<file path="config.mk">
export PLATFORM = sky130hd
export DESIGN_NAME = ctl_next_pc
export DESIGN_NICKNAME = d
export VERILOG_FILES = /design/src/rtl/ctl_npc_pkg.sv /design/src/rtl/ctl_npc_decode.sv /design/src/rtl/ctl_npc_cond.sv /design/src/rtl/ctl_npc_target.sv /design/src/rtl/ctl_next_pc.sv
export SDC_FILE = /design/constraint.sdc
export NUM_CORES = 1
export LEC_CHECK = 0
export BUFFER_PORTS_ARGS = -buffer_cell sky130_fd_sc_hd__buf_2
export CORE_ASPECT_RATIO = 0.9
export CORE_MARGIN = 2
export CORE_UTILIZATION = 53
export DETAILED_ROUTE_END_ITERATION = 6
export GPL_ROUTABILITY_DRIVEN = 0
export PLACE_DENSITY = 0.95
export SETUP_SLACK_MARGIN = 0.05
export SLEW_MARGIN = 10
export SYNTH_ARGS = -nofsm -noshare
export SYNTH_HDL_FRONTEND = slang
export SYNTH_SLANG_ARGS = --single-unit
</file>
<file path="constraint.sdc">
create_clock -name clk -period 0.8 [get_ports clk]
set_input_delay 0.08 -clock clk [delete_from_list [all_inputs] [get_ports clk]]
set_output_delay 0.08 -clock clk [all_outputs]
set_load 0.05 [all_outputs]
</file>
<file path="src/rtl/ctl_npc_pkg.sv">
package ctl_npc_pkg;

  localparam int unsigned XLEN    = 32;
  localparam int unsigned OP_W    = 6;
  localparam int unsigned IDX_W   = 26;
  localparam int unsigned IMM_W   = 16;
  localparam int unsigned REG_W   = 5;
  localparam int unsigned REGION_W = XLEN - IDX_W - 2;
  localparam int unsigned INSN_BYTES = 4;

  localparam logic [OP_W-1:0] OPC_SPECIAL = 6'b000000;
  localparam logic [OP_W-1:0] OPC_REGIMM  = 6'b000001;
  localparam logic [OP_W-1:0] OPC_JMP     = 6'b000010;
  localparam logic [OP_W-1:0] OPC_JMPL    = 6'b000011;
  localparam logic [OP_W-1:0] OPC_BEQ     = 6'b000100;
  localparam logic [OP_W-1:0] OPC_BNE     = 6'b000101;
  localparam logic [OP_W-1:0] OPC_BLEZ    = 6'b000110;
  localparam logic [OP_W-1:0] OPC_BGTZ    = 6'b000111;
  localparam logic [OP_W-1:0] OPC_JLX     = 6'b011101;
  localparam logic [3:0]      OPC_LIKELY_HI = 4'b0101;

  localparam logic [OP_W-1:0] FN_JREG  = 6'b001000;
  localparam logic [OP_W-1:0] FN_JREGL = 6'b001001;

  typedef enum logic [2:0] {
    CLS_SEQ,
    CLS_JIMM,
    CLS_JREG,
    CLS_BR_EQ,
    CLS_BR_NE,
    CLS_BR_LEZ,
    CLS_BR_GTZ,
    CLS_UNSUP
  } ctl_cls_e;

  function automatic logic [XLEN-1:0] f_region_target(
    input logic [XLEN-1:0]  slot,
    input logic [IDX_W-1:0] idx
  );
    return {slot[XLEN-1 -: REGION_W], idx, 2'b00};
  endfunction

  function automatic logic [XLEN-1:0] f_rel_target(
    input logic [XLEN-1:0]  slot,
    input logic [IMM_W-1:0] off
  );
    logic [XLEN-1:0] sext;
    sext = {{(XLEN-IMM_W-2){off[IMM_W-1]}}, off, 2'b00};
    return slot + sext;
  endfunction

  function automatic logic f_signed_lez(input logic [XLEN-1:0] v);
    return v[XLEN-1] || (v == '0);
  endfunction

  function automatic logic [XLEN-1:0] f_step(input logic [XLEN-1:0] a);
    return a + XLEN'(INSN_BYTES);
  endfunction

endpackage

</file>
<file path="src/rtl/ctl_npc_decode.sv">
module ctl_npc_decode
  import ctl_npc_pkg::*;
(
  input  logic [OP_W-1:0] opcode,
  input  logic [OP_W-1:0] funct,
  output ctl_cls_e        cls,
  output logic            link_en,
  output logic            link_to_rd
);

  always_comb begin
    cls        = CLS_SEQ;
    link_en    = 1'b0;
    link_to_rd = 1'b0;
    unique case (opcode)
      OPC_SPECIAL: begin
        if (funct == FN_JREG) begin
          cls = CLS_JREG;
        end else if (funct == FN_JREGL) begin
          cls        = CLS_JREG;
          link_en    = 1'b1;
          link_to_rd = 1'b1;
        end
      end
      OPC_JMP:  cls = CLS_JIMM;
      OPC_JMPL: begin
        cls     = CLS_JIMM;
        link_en = 1'b1;
      end
      OPC_BEQ:  cls = CLS_BR_EQ;
      OPC_BNE:  cls = CLS_BR_NE;
      OPC_BLEZ: cls = CLS_BR_LEZ;
      OPC_BGTZ: cls = CLS_BR_GTZ;
      OPC_REGIMM, OPC_JLX: cls = CLS_UNSUP;
      default: begin
        if (opcode[OP_W-1:2] == OPC_LIKELY_HI) cls = CLS_UNSUP;
      end
    endcase
  end

endmodule

</file>
<file path="src/rtl/ctl_npc_cond.sv">
module ctl_npc_cond
  import ctl_npc_pkg::*;
(
  input  ctl_cls_e        cls,
  input  logic [XLEN-1:0] rs_val,
  input  logic [XLEN-1:0] rt_val,
  output logic            is_branch,
  output logic            cond_ok
);

  logic same;
  logic lez;

  assign same = (rs_val == rt_val);
  assign lez  = f_signed_lez(rs_val);

  always_comb begin
    is_branch = 1'b1;
    cond_ok   = 1'b0;
    case (cls)
      CLS_BR_EQ:  cond_ok = same;
      CLS_BR_NE:  cond_ok = !same;
      CLS_BR_LEZ: cond_ok = lez;
      CLS_BR_GTZ: cond_ok = !lez;
      default:    is_branch = 1'b0;
    endcase
  end

endmodule

</file>
<file path="src/rtl/ctl_npc_target.sv">
module ctl_npc_target
  import ctl_npc_pkg::*;
(
  input  ctl_cls_e         cls,
  input  logic [XLEN-1:0]  slot_pc,
  input  logic [IDX_W-1:0] index,
  input  logic [IMM_W-1:0] imm,
  input  logic [XLEN-1:0]  rs_val,
  output logic [XLEN-1:0]  tgt
);

  logic [XLEN-1:0] tgt_region;
  logic [XLEN-1:0] tgt_rel;

  assign tgt_region = f_region_target(slot_pc, index);
  assign tgt_rel    = f_rel_target(slot_pc, imm);

  always_comb begin
    case (cls)
      CLS_JIMM: tgt = tgt_region;
      CLS_JREG: tgt = rs_val;
      default:  tgt = tgt_rel;
    endcase
  end

endmodule

</file>
<file path="src/rtl/ctl_next_pc.sv">
module ctl_next_pc
  import ctl_npc_pkg::*;
#(
  parameter logic [REG_W-1:0] LINK_REG = 5'd31,
  parameter logic [XLEN-1:0]  RESET_PC = '0
) (
  input  logic             clk,
  input  logic             rst_n,
  input  logic             in_valid,
  input  logic [OP_W-1:0]  opcode,
  input  logic [OP_W-1:0]  funct,
  input  logic [IDX_W-1:0] index,
  input  logic [IMM_W-1:0] imm,
  input  logic [REG_W-1:0] rd,
  input  logic [XLEN-1:0]  slot_pc,
  input  logic [XLEN-1:0]  seq_pc,
  input  logic [XLEN-1:0]  rs_val,
  input  logic [XLEN-1:0]  rt_val,
  output logic [XLEN-1:0]  next_pc,
  output logic             taken,
  output logic             link_we,
  output logic [REG_W-1:0] link_rd,
  output logic [XLEN-1:0]  link_val,
  output logic             unsup
);

  ctl_cls_e        dec_cls;
  logic            dec_link;
  logic            dec_link_rd;
  logic            br_is;
  logic            br_ok;
  logic [XLEN-1:0] tgt_addr;

  logic            take_c;
  logic [XLEN-1:0] pc_c;
  logic            we_c;
  logic [REG_W-1:0] rd_c;
  logic [XLEN-1:0] val_c;
  logic            unsup_c;

  ctl_npc_decode u_dec (
    .opcode     (opcode),
    .funct      (funct),
    .cls        (dec_cls),
    .link_en    (dec_link),
    .link_to_rd (dec_link_rd)
  );

  ctl_npc_cond u_cond (
    .cls       (dec_cls),
    .rs_val    (rs_val),
    .rt_val    (rt_val),
    .is_branch (br_is),
    .cond_ok   (br_ok)
  );

  ctl_npc_target u_tgt (
    .cls     (dec_cls),
    .slot_pc (slot_pc),
    .index   (index),
    .imm     (imm),
    .rs_val  (rs_val),
    .tgt     (tgt_addr)
  );

  always_comb begin
    take_c  = in_valid && ((dec_cls == CLS_JIMM) || (dec_cls == CLS_JREG) ||
                           (br_is && br_ok));
    pc_c    = take_c ? tgt_addr : f_step(seq_pc);
    we_c    = in_valid && dec_link;
    rd_c    = '0;
    val_c   = '0;
    if (we_c) begin
      rd_c  = dec_link_rd ? rd : LINK_REG;
      val_c = f_step(slot_pc);
    end
    unsup_c = in_valid && (dec_cls == CLS_UNSUP);
  end

  always_ff @(posedge clk or negedge rst_n) begin
    if (!rst_n) begin
      next_pc  <= RESET_PC;
      taken    <= 1'b0;
      link_we  <= 1'b0;
      link_rd  <= '0;
      link_val <= '0;
      unsup    <= 1'b0;
    end else begin
      next_pc  <= pc_c;
      taken    <= take_c;
      link_we  <= we_c;
      link_rd  <= rd_c;
      link_val <= val_c;
      unsup    <= unsup_c;
    end
  end

endmodule

</file>
==> results.yml, run 1 <==
clock_tree:
  cts_buffers: 9
  cts_resized: 294
  cts_setup_buffers: 30
  numClockSinks: 72
  root_buffer: "clkbuf_16"
  hold_buffers: 9
  cts_buffer_depth: 2
  cts_max_level: 3
logic_synthesis:
  synth_nets: 952
  synth_edf_count: 0
  synth_area_per_cell_um2: 8.60
  synthCells: 730
  ys.flop_type: "dfrtp_1"
  ys_warn_count: 0
  synthArstFlopShare: 1.00
  yosys.cell_types.count: 65
  synth_area_mm2: 0.00628
  synth-seq-area-share: 0.287
  synth-seq-cells: 72
place:
  placed_cells: 1357
  io_buffers: 261
  dp_hpwl_um: 24300
floorplan:
  start_util: 0.547
  die_y_um: 107
  die_x_um: 119
  ioPinCount: 262
  std_cell_rows: 37
run_status:
  lastStage: "4_1_cts"
  error_line: "[ERROR DPL-0038] Utilization greater than 100%, impossible to legalize"
  outcome: "stopped before the end"
==> synth_stat cells (all sizes together), types with 18 or more instances <==
cell	count	share of area
a21oi	35	0.028
and3	23	0.023
clkbuf	24	0.014
dfrtp	72	0.29
ha	31	0.062
mux2i	18	0.029
nand2	45	0.027
nand3	38	0.030
nand4	20	0.020
nor2	73	0.044
nor4	27	0.028
o21ai	23	0.018
xnor2	25	0.035
xor2	75	0.10
==> logic make-up after synthesis <==
kind of cell	after synthesis	share of synthesized area
buffers and inverters	41	0.0279
flip-flops	72	0.287
multiplexers	26	0.0448
XOR/XNOR	100	0.140
adder cells (fa/ha/maj)	32	0.0650
AND/OR/NAND/NOR	286	0.240
AO/OA/AOI/OAI	173	0.195
==> metrics by stage <==
stage,setup slack [ns],area (um^2)
2_1_floorplan,-1.23,6750
3_5_place_dp,-1.63,9880
3_3_place_gp,-1.49,9880
==> run 2: changes to the inputs <==
--- a/config.mk
+++ b/config.mk
@@ -6,13 +6,11 @@
 export NUM_CORES = 1
 export LEC_CHECK = 0
 export BUFFER_PORTS_ARGS = -buffer_cell sky130_fd_sc_hd__buf_2
-export CORE_ASPECT_RATIO = 0.9
 export CORE_MARGIN = 2
-export CORE_UTILIZATION = 53
+export CORE_UTILIZATION = 40
 export DETAILED_ROUTE_END_ITERATION = 6
 export GPL_ROUTABILITY_DRIVEN = 0
-export PLACE_DENSITY = 0.95
-export SETUP_SLACK_MARGIN = 0.05
+export PLACE_DENSITY_LB_ADDON = 0.15
 export SLEW_MARGIN = 10
 export SYNTH_ARGS = -nofsm -noshare
 export SYNTH_HDL_FRONTEND = slang
==> run 2 against run 1 <==
  * The flow now finishes, with violations (negative setup slack)
  * Synthesized area did not move
  * Synthesized cell count stayed put
==> results.yml, run 2 <==
clock_tree:
  clk_pin_slew_worst_paths_ns: 0.06
  root_buffer: "clkbuf_16"
  cts_tree: "built"
  cts_max_level: 3
  cts_buffers: 9
  cts_buffer_depth: 2
  numClockSinks: 72
run_status:
  outcome: "complete, but fails checks"
  violations: "negative setup slack"
critical_path:
  crit_path_end: "next_pc[2]"
  critPathMostFrequentCell: "buf_6"
  crit_type: "in -> reg"
  critPathRequiredTime_ns: 1.06
  end_kind: "flop"
  critPathSlowestCell: "nor4_1"
  path_cells: "buf_6 > xor2_1 > nor4_1 > buf_4 > nand4_1 > buf_4 > nor3_4 > o21a_4 > nor3_4 > buf_6 > clkinvlp_4 > buf_6 > mux2i_2"
  cpPeakStageDelay_ns: 0.33
  start_kind: "primary input"
  arrival_ns: 2.27
  crit_fanout: 4
  crit_start: "rs_val[7]"
floorplan:
  ioPinCount: 262
  core_area_mm2: 0.0153
  die_x_um: 129
  start_util: 0.411
  std_cell_rows: 45
  die_y_um: 129
  dieArea_mm2: 0.0167
layout:
  fin_nets: 1499
  top_regs: "link_val x32, next_pc x32, link_rd x5"
  final_layout_size_suffix_gt1_frac: 0.594
  final_cell_mix: "buf_4 (254), buf_2 (154), buf_6 (123), dfrtp_1 (72), xor2_1 (63)"
  syn_to_final_growth_pct: 103
  stdcell_count: 1493
  diodes: 0
  layout_commonest_cell: "buf_4"
pwr:
  leakagePower_nw: 5.87
  peakVddDrop_v: 0.00121
  power.density_mw_per_mm2: 1190
timing:
  final.setup.worst_slack_ns: -1.21
  setup_viol: 144
  hold_violations: 0
  fmax_ghz: 0.497
  layout_worst_path_cycle_share: 2.51
  grt_setup_unrepaired: "true"
  slew_viol_final: 0
  min_period_ns: 2.01
  fin_tns_setup_ns: -69.81
  worst_pin_slew_ns: 0.449
  slew_headroom: 0.698
drt:
  num_vias: 8631
  first_pass_iters: 5
  detail_route.vias_per_cell: 5.78
  route.detailed.drc: 0
  wl_um: 31600
  drt-wirelength-per-cell_um: 21.1
  ant_nets: 0
  drt_iter0_drc: 627
logic_synthesis:
  synth_edf_count: 0
  synthCells: 730
  synth_top_area_frac: 0.287
  synth-seq-area-share: 0.287
  ys.flop_type: "dfrtp_1"
  yosysTopAreaCell: "dfrtp_1"
  yosys.cell_types.count: 65
  synth_nets: 952
  yosysMostFrequentCell: "xor2_1"
  ys_warn_count: 0
  ys_top_cells_by_count: "xor2_1 (75), nor2_1 (73), dfrtp_1 (72), nand2_1 (45), nand3_1 (38)"
  synth_area_per_cell_um2: 8.60
  synthArstFlopShare: 1.00
  synth-seq-cells: 72
  synth_area_mm2: 0.00628
  yosys-top-cells-area: "dfrtp_1 (29%), xor2_1 (10%), ha_1 (6.2%)"
global_routing:
  grt_start_max_net_pins: 40
  grtUsageTotal: 0.349
  grt_first_pass_wirelength_um: 44400
  antenna_found_initial: 0
  grt_pass1_vias: 8500
  overflow: 0
place:
  dp_slack_ns: -1.60
  io_buffers: 261
  placed_cells: 1419
  dp_hpwl_um: 21500
min_path:
  hold_class: "in -> reg"
job:
  cap_violations: 0
==> run 2: kinds of logic after synthesis <==
logic type / count (synthesis) / share of synthesized area
multiplexers: 26 / 0.0448
AO/OA/AOI/OAI: 173 / 0.195
AND/OR/NAND/NOR: 286 / 0.240
XOR/XNOR: 100 / 0.140
buffers and inverters: 41 / 0.0279
adder cells (fa/ha/maj): 32 / 0.0650
flip-flops: 72 / 0.287
==> run 2: area by class of cell <==
| class | instances | area (um^2) |
|---|---|---|
| Multi-Input combinational cell | 617 | 5670 |
| Timing Repair Buffer | 565 | 4610 |
| Fill cell | 908 | 2540 |
| Sequential cell | 72 | 1800 |
| Tap cell | 211 | 264 |
| Clock buffer | 13 | 250 |
| Clock inverter | 3 | 65.1 |
| Inverter | 11 | 53.8 |
| Timing Repair inverter | 1 | 7.51 |
==> run 2: worst min-delay path by stage <==
stage / from / end / slack (ns) / cells after the start
after floorplan: rst_n / link_rd[0] / -0.22 / 0
after global placement: rst_n / link_val[22] / -0.08 / 1
after detailed placement: rst_n / link_val[22] / -0.08 / 1
after CTS: slot_pc[1] / link_val[1] / 0.001 / 2
after global routing: slot_pc[1] / link_val[1] / 0.006 / 2
final: slot_pc[1] / link_val[1] / 0.005 / 2
==> run 2: critical path: cells and delay by family <==
family	cells	cell delay, ns
xor+xnor	1	0.16
simple gates	4	0.72
mux	1	0.23
compound gates	1	0.19
buf+inv	6	0.88
==> run 2: per-stage QoR <==
step	total power [mW]	area (um^2)	utilization	hold WS, ns
after floorplan	6.55	6750	-	-0.216
after global placement	9.15	10100	0.660	-0.0815
after detailed placement	9.18	10100	0.660	-0.0812
after CTS	14.5	12000	0.788	0.00131
after global routing	15.7	12700	0.834	0.00641
final	15.1	12700	0.834	0.00485
==> run 2: power by group <==
part	internal (mW)	leakage, nW	total (mW)	switching, mW
logic	3.24	4.79	6.80	3.55
registers	3.80	0.930	3.91	0.105
clock network	2.81	0.154	4.43	1.62
total	9.86	5.87	15.1	5.27
==> run 2: layer usage <==
layer,global-route usage,vias to the layer above,wire [um]
met4,0.173,0,1730
met5,0,-,0
met3,0.0714,131,2720
met2,0.589,540,15200
met1,0.424,4127,11900
li1,-,3833,-
==> run 2: what timing repair did <==
| action | 4_1_cts | 5_1_grt |
|---|---|---|
| pin swaps | 68 | 76 |
| gates resized for setup | 330 | 117 |
| setup buffers | 30 | 29 |
| gates cloned | 5 | 0 |
| setup endpoints to repair | 144 | 144 |
| hold buffers | 9 | 0 |
| endpoints found under the hold margin | 80 | 0 |
Power figures use the tool's default switching activity.
==> run 3: changes to the inputs <==
--- a/config.mk
+++ b/config.mk
@@ -6,7 +6,6 @@
 export NUM_CORES = 1
 export LEC_CHECK = 0
 export BUFFER_PORTS_ARGS = -buffer_cell sky130_fd_sc_hd__buf_2
-export CORE_MARGIN = 2
 export CORE_UTILIZATION = 40
 export DETAILED_ROUTE_END_ITERATION = 6
 export GPL_ROUTABILITY_DRIVEN = 0
==> run 3 against run 2 <==
  * Final cell count about the same
  * Global-route usage decreased by 1.0 points
  * Combinational power down 3.7%
  * The run still ends with negative setup slack left
  * Critical path depth down 1
==> results.yml, run 3 (synthesized netlist as in run 2, its figures left out) <==
global_routing:
  busiest_layer: "met2"
  grtUsageMet3: 0.0733
  grt_start_max_net_pins: 26
  antenna_found_initial: 2
  grtUsageTotal: 0.339
  use_met2: 0.587
  overflow: 0
  use_met1: 0.393
  grt_pass1_vias: 8081
  grt_first_pass_wirelength_um: 41900
timing:
  layout_worst_path_cycle_share: 2.47
  hold_violations: 0
  final.setup.worst_slack_ns: -1.18
  holdWs_ns: 0.0497
  fmax_ghz: 0.506
  min_period_ns: 1.98
  setup_viol: 144
  grt_setup_unrepaired: "true"
  slew_headroom: 0.556
  slew_viol_final: 0
  fin_tns_setup_ns: -64.82
  worst_pin_slew_ns: 0.664
drt:
  drt_iter0_drc: 583
  first_pass_iters: 6
  ant_nets: 0
  drt-wirelength-per-cell_um: 19.5
  detail_route.vias_per_cell: 5.69
  num_vias: 8506
  wl_um: 29200
  route.detailed.drc: 0
layout:
  final_layout_size_suffix_gt1_frac: 0.579
  final_cell_mix: "buf_4 (246), buf_2 (170), buf_6 (117), dfrtp_1 (72), xor2_1 (70)"
  fin_nets: 1499
  top_regs: "link_val x32, next_pc x32, link_rd x5"
  syn_to_final_growth_pct: 97.7
  layout_commonest_cell: "buf_4"
  stdcell_count: 1494
  num-fill-cells: 949
floorplan:
  die_y_um: 127
  ioPinCount: 262
  die_x_um: 127
  start_util: 0.411
  core_area_mm2: 0.0153
  dieArea_mm2: 0.0162
  std_cell_rows: 45
critical_path:
  start_kind: "primary input"
  end_kind: "flop"
  crit_type: "in -> reg"
  arrival_ns: 2.16
  crit_path_end: "next_pc[19]"
  critPathRequiredTime_ns: 0.99
  crit_fanout: 3
  crit_start: "slot_pc[2]"
run_status:
  outcome: "complete, but fails checks"
  violations: "negative setup slack"
pwr:
  peakVddDrop_v: 0.00118
  p_sw_mw: 5.09
  swShare: 0.354
  pwr-share-comb: 0.455
  pwr-share-clk: 0.274
  p_seq_frac: 0.271
  leakagePower_nw: 5.80
  power.density_mw_per_mm2: 1160
  p_int_mw: 9.31
place:
  dp_slack_ns: -1.58
  dp_hpwl_um: 21200
  io_buffers: 261
  placed_cells: 1417
job:
  cap_violations: 0
clock_tree:
  numClockSinks: 72
  cts_tree: "built"
  cts_buffer_depth: 2
  root_buffer: "clkbuf_16"
  clk_pin_slew_worst_paths_ns: 0.06
  cts_max_level: 3
  cts_buffers: 9
min_path:
  hold_class: "in -> reg"
[run 3: cell count changes in the layout (fill, tap and decap cells not counted), moves of 4 or more]
cell    change
nor2_4     -16
buf_8       -6
buf_4       -8
buf_6       -6
buf_2      +16
xor2_1      +7
ha_4        -4
nor2_2     +13
xor2_2      -6
ha_1        +4
[run 3: layout make-up]
type	count	area, um^2	area share
antenna	1	2.50	0.000202
clock buffer	14	274	0.0221
clock inverter	2	12.5	0.00101
inverter	11	58.8	0.00474
multi-input combinational	617	5450	0.439
sequential	72	1800	0.145
tap	211	264	0.0213
timing repair buffer	565	4540	0.366
timing repair inverter	1	11.3	0.000907
[run 3: what timing repair did]
action	4_1_cts	5_1_grt
hold buffers	11	0
setup endpoints to repair	144	144
cloned	2	3
endpoints found under the hold margin	82	0
pin swaps	61	39
gates resized for setup	196	225
setup buffers	33	15
[run 3: routing by layer]
layer / up-vias / wire, um
li1: 3846 / -
met1: 4124 / 11300
met2: 429 / 14300
met3: 103 / 2190
met4: 4 / 1310
met5: - / 22
[run 3: worst min-delay path by stage]
| stage | startpoint | end | slack (ns) | cells after the start |
|---|---|---|---|---|
| after floorplan | rst_n | link_rd[0] | -0.22 | 0 |
| after global placement | rst_n | link_val[2] | -0.05 | 1 |
| after detailed placement | rst_n | link_val[2] | -0.06 | 1 |
| after CTS | index[4] | next_pc[6] | 0.04 | 3 |
| after global routing | index[6] | next_pc[8] | 0.06 | 3 |
| final | index[6] | next_pc[8] | 0.05 | 3 |
[run 3: through the flow]
| step | instance area [um^2] | power (mW) | util |
|---|---|---|---|
| 2_1_floorplan | 6750 | 6.55 | - |
| 3_3_place_gp | 10100 | 9.09 | 0.659 |
| 3_5_place_dp | 10100 | 9.14 | 0.659 |
| 4_1_cts | 11500 | 13.8 | 0.755 |
| 5_1_grt | 12400 | 14.9 | 0.813 |
| 6_report | 12400 | 14.4 | 0.813 |
[run 3: worst max-delay path, stage by stage]
cell and delay (ns):
buf_12 0.11, ha_4 0.16, buf_6 0.11, a21oi_4 0.20
o21bai_4 0.10, nor4b_4 0.35, buf_4 0.19, o21ai_4 0.07
buf_6 0.16, nand3_1 0.12, mux2i_1 0.30, a31oi_1 0.18
[run 3: power by group through the flow]
stage / combinational [mW] / clock [mW] / sequential [mW]
5_1_grt: 6.91 / 4.12 / 3.91
6_report: 6.55 / 3.94 / 3.90
4_1_cts: 5.97 / 3.96 / 3.89
3_5_place_dp: 5.22 / 0 / 3.92
3_3_place_gp: 5.16 / 0 / 3.93
2_1_floorplan: 2.07 / 0 / 4.48
==> run 4: changes to the inputs <==
--- a/config.mk
+++ b/config.mk
@@ -9,7 +9,9 @@
 export CORE_UTILIZATION = 40
 export DETAILED_ROUTE_END_ITERATION = 6
 export GPL_ROUTABILITY_DRIVEN = 0
+export HOLD_SLACK_MARGIN = 0.12
 export PLACE_DENSITY_LB_ADDON = 0.15
+export SKIP_CTS_REPAIR_TIMING = 1
 export SLEW_MARGIN = 10
 export SYNTH_ARGS = -nofsm -noshare
 export SYNTH_HDL_FRONTEND = slang
==> run 4 against run 3 <==
  * The run still ends with negative setup slack left
  * Critical path type unchanged
  * Hold slack improved by 0.0078 ns
  * Clock power is 1% higher
  * Fmax is 0.90% higher
  * Critical endpoint is now next_pc[23]
  * Combinational power shrank 3.8%
  * First-iteration DRC count grew 11%
  * Non-clock buffer count fell by 19
  * Routed wire length is 2.9% lower
  * Largest cell class unchanged
  * Global-route usage down 2.7 points
  * Utilization shrank 2.1 points
  * Sequential cell count unchanged
==> results.yml, run 4 (synthesized netlist as in run 2, its figures left out) <==
floorplan:
  std_cell_rows: 45
  dieArea_mm2: 0.0162
  start_util: 0.411
  ioPinCount: 262
  die_y_um: 127
  core_area_mm2: 0.0153
  die_x_um: 127
layout:
  layout_commonest_cell: "buf_4"
  final_cell_mix: "buf_4 (238), buf_2 (171), buf_6 (103), dfrtp_1 (72), xor2_1 (68)"
  stdcell_count: 1474
  fin_nets: 1479
  top_regs: "link_val x32, next_pc x32, link_rd x5"
  final_layout_size_suffix_gt1_frac: 0.563
  num-fill-cells: 1017
  syn_to_final_growth_pct: 92.5
timing:
  setup_viol: 144
  hold_violations: 0
  fmax_ghz: 0.510
  grt_setup_unrepaired: "true"
  min_period_ns: 1.96
  layout_worst_path_cycle_share: 2.45
  final.setup.worst_slack_ns: -1.16
  slew_viol_final: 0
  fin_tns_setup_ns: -66.69
  worst_pin_slew_ns: 0.447
  slew_headroom: 0.701
run_status:
  violations: "negative setup slack"
  outcome: "complete, but fails checks"
drt:
  num_vias: 8322
  detail_route.vias_per_cell: 5.65
  route.detailed.drc: 0
  wl_um: 28300
  ant_nets: 0
  first_pass_iters: 5
  drt_iter0_drc: 646
  drt-wirelength-per-cell_um: 19.2
global_routing:
  grtUsageTotal: 0.312
  antenna_found_initial: 1
  overflow: 0
  grt_start_max_net_pins: 26
  grt_first_pass_wirelength_um: 38800
  grt_pass1_vias: 7513
clock_tree:
  cts_tree: "built"
  cts_buffer_depth: 2
  cts_buffers: 9
  root_buffer: "clkbuf_16"
  numClockSinks: 72
  cts_max_level: 3
  clk_pin_slew_worst_paths_ns: 0.06
place:
  dp_slack_ns: -1.58
  dp_hpwl_um: 21200
  io_buffers: 261
  placed_cells: 1417
min_path:
  holdPathEnd: "next_pc[6]"
  hold_start: "index[4]"
  hold_class: "in -> reg"
  hold_path_depth: 3
job:
  cap_violations: 0
critical_path:
  end_kind: "flop"
  crit_type: "in -> reg"
  critPathRequiredTime_ns: 1.03
  crit_fanout: 3
  arrival_ns: 2.19
  start_kind: "primary input"
pwr:
  leakagePower_nw: 5.65
  power.density_mw_per_mm2: 1170
  peakVddDrop_v: 0.00117
==> run 4: how the worst max path moves through the flow <==
stage	end	cells past startpoint	slack (ns)	from
detailed placement	next_pc[31]	10	-1.58	imm[15]
global placement	next_pc[28]	11	-1.51	slot_pc[2]
global route	next_pc[9]	10	-1.21	rs_val[27]
CTS	next_pc[31]	10	-1.23	imm[15]
finish	next_pc[23]	11	-1.16	slot_pc[2]
floorplan	next_pc[23]	8	-1.23	slot_pc[12]
==> run 4: routing by layer <==
layer  up-vias  wire, um  global-route usage
li1       3803         -                   -
met1      4027     11300               0.391
met2       404     14000               0.530
met3        86      1970              0.0477
met4         2      1010               0.138
met5         -        10                   0
==> run 4: layout make-up <==
| type | instances | area, um^2 | area share |
|---|---|---|---|
| antenna | 1 | 2.50 | 0.000207 |
| clock buffer | 14 | 274 | 0.0227 |
| clock inverter | 2 | 12.5 | 0.00104 |
| inverter | 11 | 48.8 | 0.00404 |
| multi-input combinational | 617 | 5340 | 0.442 |
| sequential | 72 | 1800 | 0.149 |
| tap | 211 | 264 | 0.0218 |
| timing repair buffer | 546 | 4340 | 0.359 |
==> run 4: worst max-delay path: stages <==
cell       delay, ns
buf_8           0.11
ha_4            0.15
buf_6           0.11
a21oi_4         0.16
o21bai_4        0.11
nor4b_4         0.34
buf_4           0.20
o21ai_4         0.08
a2111oi_4       0.40
nor4_2          0.10
o32a_1          0.35
==> run 4: through the flow <==
stage                     hold slack, ns   util  total power [mW]  area [um^2]
final                             0.0575  0.792              14.2        12100
after global routing              0.0585  0.792              14.7        12100
after CTS                         -0.416  0.677              13.1        10300
after detailed placement         -0.0559  0.659              9.14        10100
after global placement           -0.0527  0.659              9.09        10100
after floorplan                   -0.216      -              6.55         6750
==> run 4: report_power, final <==
group          internal (mW)  leakage (nW)  switching (mW)
logic                   3.00          4.58            3.30
registers               3.80         0.930           0.101
clock network           2.35         0.139            1.63
total                   9.16          5.65            5.03
